**src/rtl/trap_entry_pkg.sv**
```systemverilog
package trap_entry_pkg;
  localparam int unsigned NUM_IRQ = 4;
  localparam int unsigned CODE_W  = 4;
  localparam int unsigned OFF_W   = 14;

  typedef enum logic [CODE_W-1:0] {
    EXC_RESET   = 4'd0,
    EXC_MCHECK  = 4'd1,
    EXC_IPI     = 4'd2,
    EXC_TIMER   = 4'd3,
    EXC_DEVICE  = 4'd4,
    EXC_MEMFLT  = 4'd5,
    EXC_UNALIGN = 4'd6,
    EXC_ILLOP   = 4'd7,
    EXC_ARITH   = 4'd8,
    EXC_FPDIS   = 4'd9,
    EXC_PCALL   = 4'd10
  } exc_code_e;

  localparam logic [CODE_W-1:0] LAST_CODE = EXC_PCALL;
endpackage

```
**src/rtl/irq_select.sv**
```systemverilog
module irq_select
  import trap_entry_pkg::*;
#(
  parameter int unsigned IPL_W = 3
) (
  input  logic [NUM_IRQ-1:0] req,
  input  logic [IPL_W-1:0]   ipl,
  input  logic               priv,
  output logic [NUM_IRQ-1:0] grant,
  output logic [CODE_W-1:0]  code
);
  // Line k is eligible when ipl <= 3 + k (fixed fall-through thresholds).
  logic [NUM_IRQ-1:0] eligible;

  for (genvar k = 0; k < NUM_IRQ; k++) begin : g_elig
    localparam int unsigned LIMIT = 3 + k;
    assign eligible[k] = req[k] && !priv && (int'(ipl) <= LIMIT);
  end

  // Highest index wins; code for line k is EXC_DEVICE - k.
  always_comb begin
    grant = '0;
    code  = EXC_RESET;
    for (int k = 0; k < NUM_IRQ; k++) begin
      if (eligible[k]) begin
        grant = '0;
        grant[k] = 1'b1;
        code = CODE_W'(int'(EXC_DEVICE) - k);
      end
    end
  end

  always_comb begin
    assert_one_grant_R3: assert ($onehot0(grant));
  end
endmodule

```
**src/rtl/entry_offset.sv**
```systemverilog
module entry_offset
  import trap_entry_pkg::*;
#(
  parameter int unsigned CALL_W = 8
) (
  input  logic [CODE_W-1:0] code,
  input  logic [CALL_W-1:0] call_code,
  output logic [OFF_W-1:0]  offset,
  output logic              bad_code
);
  localparam logic [OFF_W-1:0] UNPRIV_BASE = OFF_W'(14'h2000);
  localparam logic [OFF_W-1:0] PRIV_BASE   = OFF_W'(14'h1000);
  localparam int unsigned      SLOT_SH     = 6;
  localparam int unsigned      VEC_SH      = 7;

  logic [CALL_W-2:0] call_idx;
  assign call_idx = call_code[CALL_W-2:0];

  always_comb begin
    bad_code = code > LAST_CODE;
    if (code == EXC_PCALL) begin
      offset = (call_code[CALL_W-1] ? UNPRIV_BASE : PRIV_BASE)
             + (OFF_W'(call_idx) << SLOT_SH);
    end else begin
      offset = OFF_W'(code) << VEC_SH;
    end
  end
endmodule

```
**src/rtl/trap_entry_ctrl.sv**
```systemverilog
module trap_entry_ctrl
  import trap_entry_pkg::*;
#(
  parameter int unsigned XLEN   = 64,
  parameter int unsigned IPL_W  = 3,
  parameter int unsigned CALL_W = 8
) (
  input  logic              clk,
  input  logic              rst_n,
  input  logic [3:0]        irq_req,
  input  logic              exc_valid,
  input  logic [3:0]        exc_code,
  input  logic [CALL_W-1:0] call_code,
  input  logic [XLEN-1:0]   pc_in,
  input  logic [XLEN-1:0]   pal_base,
  input  logic [IPL_W-1:0]  ipl,
  input  logic              priv_in,
  output logic [XLEN-1:0]   new_pc,
  output logic [XLEN-1:0]   exc_addr,
  output logic              priv_out,
  output logic              taken,
  output logic              code_err
);
  logic [NUM_IRQ-1:0] irq_grant;
  logic [CODE_W-1:0]  irq_code;
  logic [CODE_W-1:0]  sel_code;
  logic [OFF_W-1:0]   offset;
  logic               bad_code;
  logic               enter;
  logic               raise_err;

  irq_select #(.IPL_W(IPL_W)) u_irq_select (
    .req   (irq_req),
    .ipl   (ipl),
    .priv  (priv_in),
    .grant (irq_grant),
    .code  (irq_code)
  );

  // Exception wins over interrupt.
  assign sel_code = exc_valid ? exc_code : irq_code;

  entry_offset #(.CALL_W(CALL_W)) u_entry_offset (
    .code      (sel_code),
    .call_code (call_code),
    .offset    (offset),
    .bad_code  (bad_code)
  );

  assign raise_err = exc_valid && bad_code;
  assign enter     = exc_valid ? !bad_code : (irq_grant != '0);

  always_ff @(posedge clk or negedge rst_n) begin
    if (!rst_n) begin
      new_pc   <= '0;
      exc_addr <= '0;
      priv_out <= 1'b0;
      taken    <= 1'b0;
      code_err <= 1'b0;
    end else begin
      taken    <= enter;
      code_err <= raise_err;
      if (enter) begin
        new_pc   <= pal_base + XLEN'(offset);
        exc_addr <= {pc_in[XLEN-1:1], pc_in[0] | priv_in};
        priv_out <= 1'b1;
      end
    end
  end

  assert_priv_on_entry_R7: assert property (@(posedge clk) disable iff (!rst_n)
    taken |-> priv_out);

  assert_no_irq_in_priv_R1: assert property (@(posedge clk) disable iff (!rst_n)
    (!exc_valid && priv_in) |=> !taken);

  assert_device_mask_R2: assert property (@(posedge clk) disable iff (!rst_n)
    irq_grant[0] |-> (ipl <= 3'd3));

  assert_exc_addr_R6: assert property (@(posedge clk) disable iff (!rst_n)
    enter |=> (exc_addr[XLEN-1:1] == $past(pc_in[XLEN-1:1])));

  assert_err_holds_R9: assert property (@(posedge clk) disable iff (!rst_n)
    code_err |-> (!taken && $stable(new_pc) && $stable(exc_addr) && $stable(priv_out)));

  assert_exc_first_R8: assert property (@(posedge clk) disable iff (!rst_n)
    (exc_valid && !bad_code) |=> (new_pc == $past(pal_base) + XLEN'($past(offset))));
endmodule

```
**config.mk**
```make
export PLATFORM = sky130hd
export DESIGN_NAME = trap_entry_ctrl
export DESIGN_NICKNAME = d
export VERILOG_FILES = /design/src/rtl/trap_entry_pkg.sv /design/src/rtl/irq_select.sv /design/src/rtl/entry_offset.sv /design/src/rtl/trap_entry_ctrl.sv
export SDC_FILE = /design/constraint.sdc
export NUM_CORES = 1
export LEC_CHECK = 0
export CORE_MARGIN = 5
export CORE_UTILIZATION = 40
export CTS_CLUSTER_DIAMETER = 80
export CTS_CLUSTER_SIZE = 28
export DETAILED_ROUTE_END_ITERATION = 10
export GPL_ROUTABILITY_DRIVEN = 0
export PLACE_DENSITY = 0.75
export SYNTH_ARGS = -nofsm -noshare
export SYNTH_HDL_FRONTEND = slang
export SYNTH_HIERARCHICAL = 1
export SYNTH_SLANG_ARGS = --single-unit
```
**constraint.sdc**
```tcl
create_clock -name clk -period 0.8 [get_ports clk]
set_input_delay 0.24 -clock clk [delete_from_list [all_inputs] [get_ports clk]]
set_output_delay 0.24 -clock clk [all_outputs]
set_load 0.005 [all_outputs]
```
Yosys cells after proc, flatten, opt, wreduce, memory -nomap -nowiden:

Index checks and enable logic that the tools add are counted.

* register bits after elaboration: 131
* input bits: 151
* output and inout port bits: 131
* logic and storage cells: 38

* add/sub/neg operators: 2
* $lt $le $gt $ge: 5
* equality and inequality tests: 1
* multiplexer cells: 12
* bitwise operators: 1
* reduce and logical (&&, ||, !) cells: 12

Operators with widths (count)
* $add 64x14->64: 1
* $mux 14: 2
* $mux 3: 5
* $add 14x13->14: 1
* $le 3x3->1 const B: 3
* $logic_and 1x1->1: 9
* $mux 4: 2
* $eq 4x4->1 const B: 1
* $gt 4x4->1 const B: 1
* $reduce_bool 4->1: 1
* $le 3x2->1 const B: 1
* $logic_not 1->1: 2
* $mux 1: 2
* $mux 2: 1
* $or 1x1->1: 1

Longest topological paths before layout:

Gate-level depths: netlist of run 1.

* word-level depth: 11
* gate-level depth with buffers: 15
* gate-level depth less buffers: 14

Hierarchy:

Netlist of run 1, hierarchy kept.

By module, submodules not included
* trap_entry_ctrl: times used 1, cells an instance 763, area an instance 6785.3 um^2, sequential area each 3278.1 um^2
* entry_offset: times used 1, cells an instance 27, area an instance 176.4 um^2, sequential area each 0.0 um^2
* irq_select: times used 1, cells an instance 18, area an instance 110.1 um^2, sequential area each 0.0 um^2

Least setup slack after synthesis of run 1:

OpenSTA, ideal clock, no wires.

* path type: input to register
* start: in ipl[2]
* end: reg new_pc[53]
* setup time: 0.125 ns
* arrival time: 3.066 ns
* data required time: 0.675 ns
* slack: -2.391 ns
* stages: 15
* buffers on the path: 1
* path through: and3_1 > o21bai_1 > and4b_1 > mux2_2 > and4bb_1 > and2_1 > ha_1 > buf_2 > a21oi_1 > nand2_1 > a221oi_1 > a311oi_2 > nand2_1 > xnor2_1 > mux2_2

* word-level cells in the longest chain between the ends: 10
* elaborated cells between the ends (all ways): 24
* those cells by class: add/sub (1); order compare (5); eq/ne (1); mux (11); reduce/logical (6)

RTL lines
* start, declared: RTL line trap_entry_ctrl.sv:16 `input logic [IPL_W-1:0] ipl,`
* $le 3x2->1: RTL line irq_select.sv:17 `assign eligible[k] = req[k] && !priv && (int'(ipl) <= LIMIT);`
* $logic_and 1x1->1: RTL line irq_select.sv:17
* $mux 3 (3 in series): RTL line irq_select.sv:25 `if (eligible[k]) begin`
* $mux 3 (*): RTL line irq_select.sv:25
* net irq_code[2]: RTL line trap_entry_ctrl.sv:25 `logic [CODE_W-1:0] irq_code;`
* $mux 4 (*): RTL line trap_entry_ctrl.sv:41 `assign sel_code = exc_valid ? exc_code : irq_code;`
* net sel_code[2]: RTL line trap_entry_ctrl.sv:26 `logic [CODE_W-1:0] sel_code;`
* $eq 4x4->1 (*): RTL line entry_offset.sv:21 `if (code == EXC_PCALL) begin`
* $mux 14 (*): RTL line entry_offset.sv:21
* net offset[11]: RTL line trap_entry_ctrl.sv:27 `logic [OFF_W-1:0] offset;`
* $add 64x14->64 (*): RTL line trap_entry_ctrl.sv:64 `new_pc <= pal_base + XLEN'(offset);`
* end signal, assigned: RTL line trap_entry_ctrl.sv:64
* end, declared: RTL line trap_entry_ctrl.sv:18 `output logic [XLEN-1:0] new_pc,`

The timed path passes the listed nets; every way through them passes the cells marked *.
A chain may end at the register's enable or synchronous reset.

Final worst setup path of run 1:

* start: in ipl[2]
* end: reg new_pc[62]

* elaborated cells between the ends (all ways): 24
* those cells by class: add/sub (1); order compare (5); eq/ne (1); mux (11); reduce/logical (6)

RTL lines (RTL line)
* $le 3x3->1: irq_select.sv:17
* $logic_and 1x1->1: irq_select.sv:17
* $mux 3 (2 in series): irq_select.sv:25
* $mux 3 (*): irq_select.sv:25
* net irq_code[1]: trap_entry_ctrl.sv:25
* $mux 4 (*): trap_entry_ctrl.sv:41
* net sel_code[1]: trap_entry_ctrl.sv:26
* $eq 4x4->1 (*): entry_offset.sv:21
* $mux 14 (*): entry_offset.sv:21
* net offset[10]: trap_entry_ctrl.sv:27
* $add 64x14->64 (*): trap_entry_ctrl.sv:64

Marks and branches as above.

==> results.yml, run 1 <==
status:
  outcome: "finished, violations left"
  violations: "negative setup slack"
drt:
  wl_microns: 31670
  vias_per_cell: 5.344
  ant_nets: 0
  wl_per_cell_microns: 20.42
  drc_errors: 0
  vias: 8289
  dr.pass1.iters: 6
  initialDrtViolationCount: 395
cells_and_area:
  fin_nets: 1479
  area_growth_pct: 89.03
  fin_cells: 1551
  drive_above_1_share_pct: 40.91
  fin_util_pct: 77.29
yosys:
  yosys.area.top_type: "dfrtp_1"
  ys_top_cells_by_area: "dfrtp_1 46%, nand2_1 15%, o21ai_0 4.5%, xnor2_1 4.0%, xor2_1 3.6%"
  synth.distinct_cells: 63
  ys_ff_latch: 131
  synthesis.area_sq_um: 7072
  synth-main-ff-cell: "dfrtp_1"
  synth.yosys.seq_area_share_pct: 46.36
  async_reset_ff_share_pct: 100.0
  synth_area_per_cell_sq_um: 8.752
  syn_inst: 808
  synth_top_area_share_pct: 46.36
  synth-edff-count: 0
  yosysWarnings: 6
sta:
  rsz0062_at_grt: "true"
  setup_viol: 262
  min_period_ns: 3.020
  timing.hold.ws_ns: 0.2462
  layout_setup_ws_ns: -2.220
  skew_ns: 0
  finalMaxSlewViolations: 0
  final-hold-violation-count: 0
  slew_headroom_pct: 66.43
  tns_ns: -263.60
  tightest_slew_ns: 0.4982
  fmax_mhz: 331.2
  fin_crit_sh_pct: 377.4
floorplanning:
  die_h_microns: 143.0
  die_area_sq_um: 20440
  io_pins: 282
  rows: 48
  start_util_pct: 40.89
  core_area_sq_um: 17300
  die_x_microns: 143.0
worst_setup_path:
  crit_buf_inv: 6
  cp-end-kind: "register"
  slowest_delay_ns: 0.31
  crit_path_start_kind: "input pin"
  path_class: "input pin to register"
  crit_arrival_ns: 3.36
  critPathSlowestCell: "o31a_1"
  path_cells: "buf_8 -> a21boi_4 -> buf_6 -> nand2b_1 -> a21oi_2 -> mux2_4 -> buf_6 -> nand2b_4 -> o31a_1 -> ha_4 -> buf_6 -> o21a_1 -> buf_6 -> o21ai_4 -> a21o_1 -> a21oi_4 -> buf_6 -> nand4_1 -> xor2_1 -> o21ai_1"
  required_ns: 1.14
  crit_top_cell: "buf_6"
  path_max_fanout: 4
  crit_family: "compound AO/OA/AOI/OAI gates"
power_and_ir_drop:
  vdd_ir_drop_max_mv: 1.439
  cellPowerDensity_nw_per_um2: 1839
  power.static_leakage_nw: 6.277
clock_network:
  clkSinkCount: 131
  cts_max_level: 4
  root_buffer: "clkbuf_16"
  tritoncts: "built"
  numCtsBuffers: 17
  clk_latency_ns: 0.42
  clkSlewWorstSetupHoldPaths_ns: 0.06
  clockBufferDepth: 2
global_route:
  grt_pass1_wl_microns: 44990
  antenna_found_initial: 2
  overflow: 0
  grt_start_max_net_pins: 43
  track_usage_pct: 28.10
  grt_pass1_vias: 8387
place:
  dp_hpwl_microns: 19240
  io_buffers: 281
  pre_cts_slack_ns: -3.173
  place_inst: 1431
worst_hold_path:
  hold_class: "input pin to register"
run:
  max_cap_viol_count: 0
==> metal layers <==
layer	vias up	share of wire (%)	global-route usage (%)
met5	-	0	0
met4	0	4.8	10.56
met3	123	8.8	7.535
met2	440	50	49.18
met1	3978	37	33.00
li1	3748	-	-
==> cell type report <==
class                           count  area (sq um)
Timing Repair Buffer              522          4696
Multi-Input combinational cell    626          4419
Fill cell                        1142          3929
Sequential cell                   131          3278
Clock buffer                       17         425.4
Tap cell                          225         281.5
Clock inverter                     15         181.4
Inverter                           13         67.56
Timing Repair inverter              1         16.27
Antenna cell                        1         2.502
==> cells in the mapped netlist (6+ instances only) <==
cell and instances:
a211oi_1 8, a21o_1 7, a21oi_1 20, and2_1 6, and3_1 13, and4_1 6
buf_2 6, buf_4 8, clkbuf_1 25, dfrtp_1 131, ha_1 15, inv_1 13
nand2_1 282, nand3_1 22, nand4_1 15, nor2_1 17, nor3_1 6, o21ai_0 63
o21ai_1 7, xnor2_1 32, xor2_1 29
==> tightest hold or removal path: stages <==
cell     delay (ns)
buf_2          0.13
buf_4          0.11
nor2_1         0.04
o21ai_1        0.11
==> sequential cells by signal, indices dropped and copies added, names as in the netlist <==
| signal | count |
|---|---|
| taken | 1 |
| exc_addr | 64 |
| code_err | 1 |
| new_pc | 64 |
| priv_out | 1 |
==> placed cells by master, fill, tap and decap left out, types with 4 or more instances in the layout <==
cell type | netlist | layout
buf_8 | 0 | 6
a21o_1 | 7 | 6
clkinv_4 | 0 | 4
o21ai_0 | 63 | 4
a21oi_2 | 1 | 7
nor2_4 | 0 | 4
buf_6 | 0 | 39
buf_16 | 0 | 11
nor2b_1 | 4 | 4
nand2_2 | 0 | 4
and3_1 | 13 | 11
ha_1 | 15 | 8
nand3_2 | 0 | 10
a21oi_4 | 0 | 6
dfrtp_1 | 131 | 131
nor2_1 | 17 | 10
buf_4 | 8 | 175
ha_4 | 0 | 7
o21ai_1 | 7 | 61
and4_1 | 6 | 5
o211ai_1 | 4 | 4
conb_1 | 2 | 7
a211oi_2 | 0 | 6
nand3_1 | 22 | 9
nand4_1 | 15 | 15
clkdlybuf4s50_1 | 0 | 140
nand2_1 | 282 | 276
a21oi_1 | 20 | 8
buf_12 | 0 | 16
xor2_1 | 29 | 24
clkbuf_16 | 0 | 18
a2111oi_4 | 2 | 7
xor2_2 | 0 | 5
xnor2_2 | 0 | 8
o21ai_2 | 1 | 4
xnor2_1 | 32 | 24
inv_1 | 13 | 10
nand3_4 | 2 | 5
bufbuf_16 | 0 | 4
buf_2 | 6 | 125
==> worst paths after layout <==
kind	startpoint	endpoint	slack, ns	cells past startpoint
worst max-delay path	ipl[2]	new_pc[62]	-2.22	20
worst min-delay path	priv_in	exc_addr[0]	0.25	4
worst max register to register	new_pc[56]	new_pc[56]	-0.09	4
worst min register to register	exc_addr[45]	exc_addr[45]	0.47	2
max in group asynchronous	rst_n	new_pc[54]	0.08	3
min in group asynchronous	rst_n	new_pc[21]	0.26	2
==> timing repair <==
| item | CTS | global route |
|---|---|---|
| hold buffers | 1 | 0 |
| pin swaps | 115 | 78 |
| cloned | 14 | 0 |
| setup endpoints to repair | 262 | 262 |
| gates resized for setup | 747 | 51 |
| buffers inserted | 66 | 8 |
| hold endpoints to repair | 131 | 0 |
==> logic make-up after synthesis <==
logic type,share of synthesized area (%)
AO/OA/AOI/OAI,12.84
XOR/XNOR,7.555
adder cells (fa/ha/maj),2.937
buffers and inverters,3.503
flip-flops,46.36
multiplexers,0.7961
other,0.1062
AND/OR/NAND/NOR,25.90
==> per-stage QoR <==
step	power, mW	cell area [sq um]
2_1_floorplan	10.70	7463
3_3_place_gp	14.91	11490
3_5_place_dp	15.05	11490
4_1_cts	24.13	13070
5_1_grt	25.62	13370
6_report	24.58	13370
==> power by group <==
| part | total [mW] | switching, mW | internal (mW) |
|---|---|---|---|
| combinational | 8.18 | 3.76 | 4.42 |
| clock | 8.20 | 3.26 | 4.93 |
| sequential | 8.20 | 0.562 | 7.64 |
| total | 24.6 | 7.59 | 17.0 |
No activity file was read; power rests on OpenSTA's default activity.
==> run 2: changes to the inputs <==
Settings changed: ABC_AREA set to 1, CORE_UTILIZATION 40 to 47, PLACE_DENSITY 0.75 to 0.79, SKIP_LAST_GASP set to 1.
Clock period 0.8 ns to 3.4 ns, I/O delays scaled along.
==> run 2 against run 1 <==
The run now ends clean; register-to-register slack improved by 2.7 ns; worst setup slack improved by 2.3 ns; die area fell by 0.48%; sequential share of layout area rose by 1.4 points; first-iteration DRC count rose by 80%; hold slack improved by 0.22 ns; utilization fell by 4.2 points; combinational power fell by 79%; critical path depth rose by 4; flip-flop and latch count did not move; synthesized cell count rose by 51%; critical endpoint is now new_pc[56]; highest routed layer unchanged.
==> results.yml, run 2 <==
status:
  outcome: "completed"
cells_and_area:
  multi_input_area_sq_um: 4601
  fin_nets: 1716
  drive_above_1_share_pct: 14.79
  area_growth_pct: 52.97
  postLayoutCellArea_sq_um: 12650
  mostFrequentLayoutCells: "516 x nand2_1, 273 x clkdlybuf4s50_1, 135 x inv_1, 131 x dfrtp_1, 107 x nand3_1"
  fill_cells: 1386
  mostFrequentLayoutCell: "nand2_1"
  antennaDiodeCount: 0
  seq_area_sq_um: 3278
  top_regs: "exc_addr x64, new_pc x64"
  fin_cells: 1787
yosys:
  yosys-top-cells-count: "555 x nand2_1, 136 x inv_1, 131 x dfrtp_1"
  synthesis.area_sq_um: 8267
  yosysMostFrequentCell: "nand2_1"
  synth_top_family_by_area: "simple AND/OR/NAND/NOR gates"
  synth_top_area_share_pct: 39.65
  synth_area_per_cell_sq_um: 6.770
  ys_top_cells_by_area: "dfrtp_1 40%, nand2_1 25%, nand3_1 6.7%, inv_1 6.2%, nor2_1 3.0%"
  synth-edff-count: 0
  synth_simple_gate_area_share_pct: 43.26
  yosys.area.top_type: "dfrtp_1"
  synthAdderAreaFrac_pct: 2.512
  syn_inst: 1221
  synth_xor_area_share_pct: 1.695
  ys_ff_latch: 131
  synth.distinct_cells: 37
  synth.yosys.seq_area_share_pct: 39.65
  synth_compound_area_share_pct: 3.315
  synth-main-ff-cell: "dfrtp_1"
  synthMuxAreaShare_pct: 0
  yosysWarnings: 6
  async_reset_ff_share_pct: 100.0
clock_network:
  clk_latency_ns: 0.42
  clkSlewWorstSetupHoldPaths_ns: 0.06
  hold_buffers: 0
  clkSinkCount: 131
  cts_max_level: 4
  numCtsBuffers: 17
  root_buffer: "clkbuf_16"
  clockBufferDepth: 2
  tritoncts: "built"
drt:
  ant_nets: 0
  initialDrtViolationCount: 712
  vias: 9108
  dr.pass1.iters: 8
  drc_errors: 0
  wl_microns: 28440
  wl_per_cell_microns: 15.91
  vias_per_cell: 5.097
power_and_ir_drop:
  cellPowerDensity_nw_per_um2: 437.6
  power_mw: 5.534
  power.static_leakage_nw: 6.314
  vdd_ir_drop_max_mv: 0.3581
place:
  place_inst: 1751
  io_buffers: 281
  place_area_sq_um: 11640
  dp_hpwl_microns: 22070
floorplanning:
  core_area_sq_um: 17300
  die_h_microns: 142.6
  io_pins: 282
  start_util_pct: 47.79
  rows: 48
  die_area_sq_um: 20340
  die_x_microns: 142.6
worst_setup_path:
  required_ns: 3.72
  path_cells: "clkdlybuf4s50_1 -> nand2_1 -> nor2_1 -> nand2_2 -> nor2_2 -> nand2_1 -> nand2_2 -> nor2_4 -> nand3_1 -> nand2_2 -> ha_4 -> nand2_1 -> nand2_1 -> inv_1 -> o21ai_2 -> nand2_2 -> nand2_2 -> nand2_1 -> nand2_2 -> nand2_2 -> nand2_1 -> nand2_1 -> nand2_1 -> nand2_1"
  r2r_slack_ns: 2.61
  cp-end-kind: "register"
  r2r_cells: 1
  slowest_delay_ns: 0.46
  endpoint: "new_pc[56]"
  r2r-end: "priv_out"
  crit_buf_inv: 2
  path_max_fanout: 5
  crit_arrival_ns: 3.67
  path_class: "input pin to register"
  crit_top_cell: "nand2_1"
  critPathSlowestCell: "clkdlybuf4s50_1"
  crit_family: "simple AND/OR/NAND/NOR gates"
  startpoint: "irq_req[0]"
  path_depth: 24
  crit_path_start_kind: "input pin"
  r2r-start: "priv_out"
sta:
  setup_viol: 0
  final-hold-violation-count: 0
  fin_crit_sh_pct: 98.49
  finalMaxSlewViolations: 0
  min_period_ns: 3.348
  slew_headroom_pct: 65.62
  tightest_slew_ns: 0.5090
  fmax_mhz: 298.6
  skew_ns: 0
  tns_ns: 0
global_route:
  grt_start_max_net_pins: 64
  overflow: 0
  antenna_found_initial: 0
  grt_pass1_vias: 8623
  track_usage_pct: 26.85
  grt_pass1_wl_microns: 43470
run:
  max_cap_viol_count: 0
worst_hold_path:
  hold_class: "input pin to async pin"
-- run 2: power by group --
group | switching, mW | internal (mW) | leakage [nW] | total (mW)
logic | 0.779 | 0.915 | 4.45 | 1.69
clock network | 0.773 | 1.11 | 0.283 | 1.88
registers | 0.142 | 1.82 | 1.58 | 1.96
-- run 2: stage by stage --
stage / worst slack [ns] / hold WS, ns / utilization (%)
after CTS: 0.001333 / 0.4574 / 71.43
after global routing: -0.08335 / 0.4708 / 73.11
final: 0.05150 / 0.4640 / 73.11
after floorplan: 0.1604 / 0.4650 / -
after global placement: -0.4916 / 0.4532 / 67.28
after detailed placement: -0.6130 / 0.4573 / 67.28
-- run 2: cell families (layout without fill, tap and decap cells) --
kind of cell	after synthesis	after routing
compound gates	50	50
xor+xnor	16	16
fa+ha+maj	16	16
buf+inv	178	514
flops	131	131
other cells	2	7
simple gates	828	828
-- run 2: how the worst min path moves through the flow --
| stage | cells after the start | end | slack [ns] |
|---|---|---|---|
| after floorplan | 1 | priv_out | 0.46 |
| after global placement | 2 | exc_addr[18] | 0.45 |
| after detailed placement | 2 | exc_addr[28] | 0.46 |
| after CTS | 1 | new_pc[9] | 0.46 |
| after global routing | 1 | new_pc[9] | 0.47 |
| final | 1 | new_pc[7] | 0.46 |
-- run 2: routing by layer --
metal / GRT usage [%] / wire length (microns) / vias up
li1: - / - / 4439
met1: 35.40 / 11600 / 4153
met2: 44.11 / 13330 / 448
met3: 5.224 / 2579 / 68
met4: 9.805 / 921 / 0
met5: 0 / 0 / -
-- run 2: cell type report --
class / count / share of cell area, %
repair buffers: 340 / 26.53
well taps: 225 / 2.226
inverters: 142 / 4.235
clock buffers: 18 / 3.394
clock inverters: 14 / 1.316
multi-input cells: 917 / 36.38
flip-flops and latches: 131 / 25.92
-- run 2: timing repair --
action                                  4_1_cts  5_1_grt
setup buffers                                 1        3
gates resized for setup                      26       77
pin swaps                                     4       38
endpoints found under the setup margin       51       56
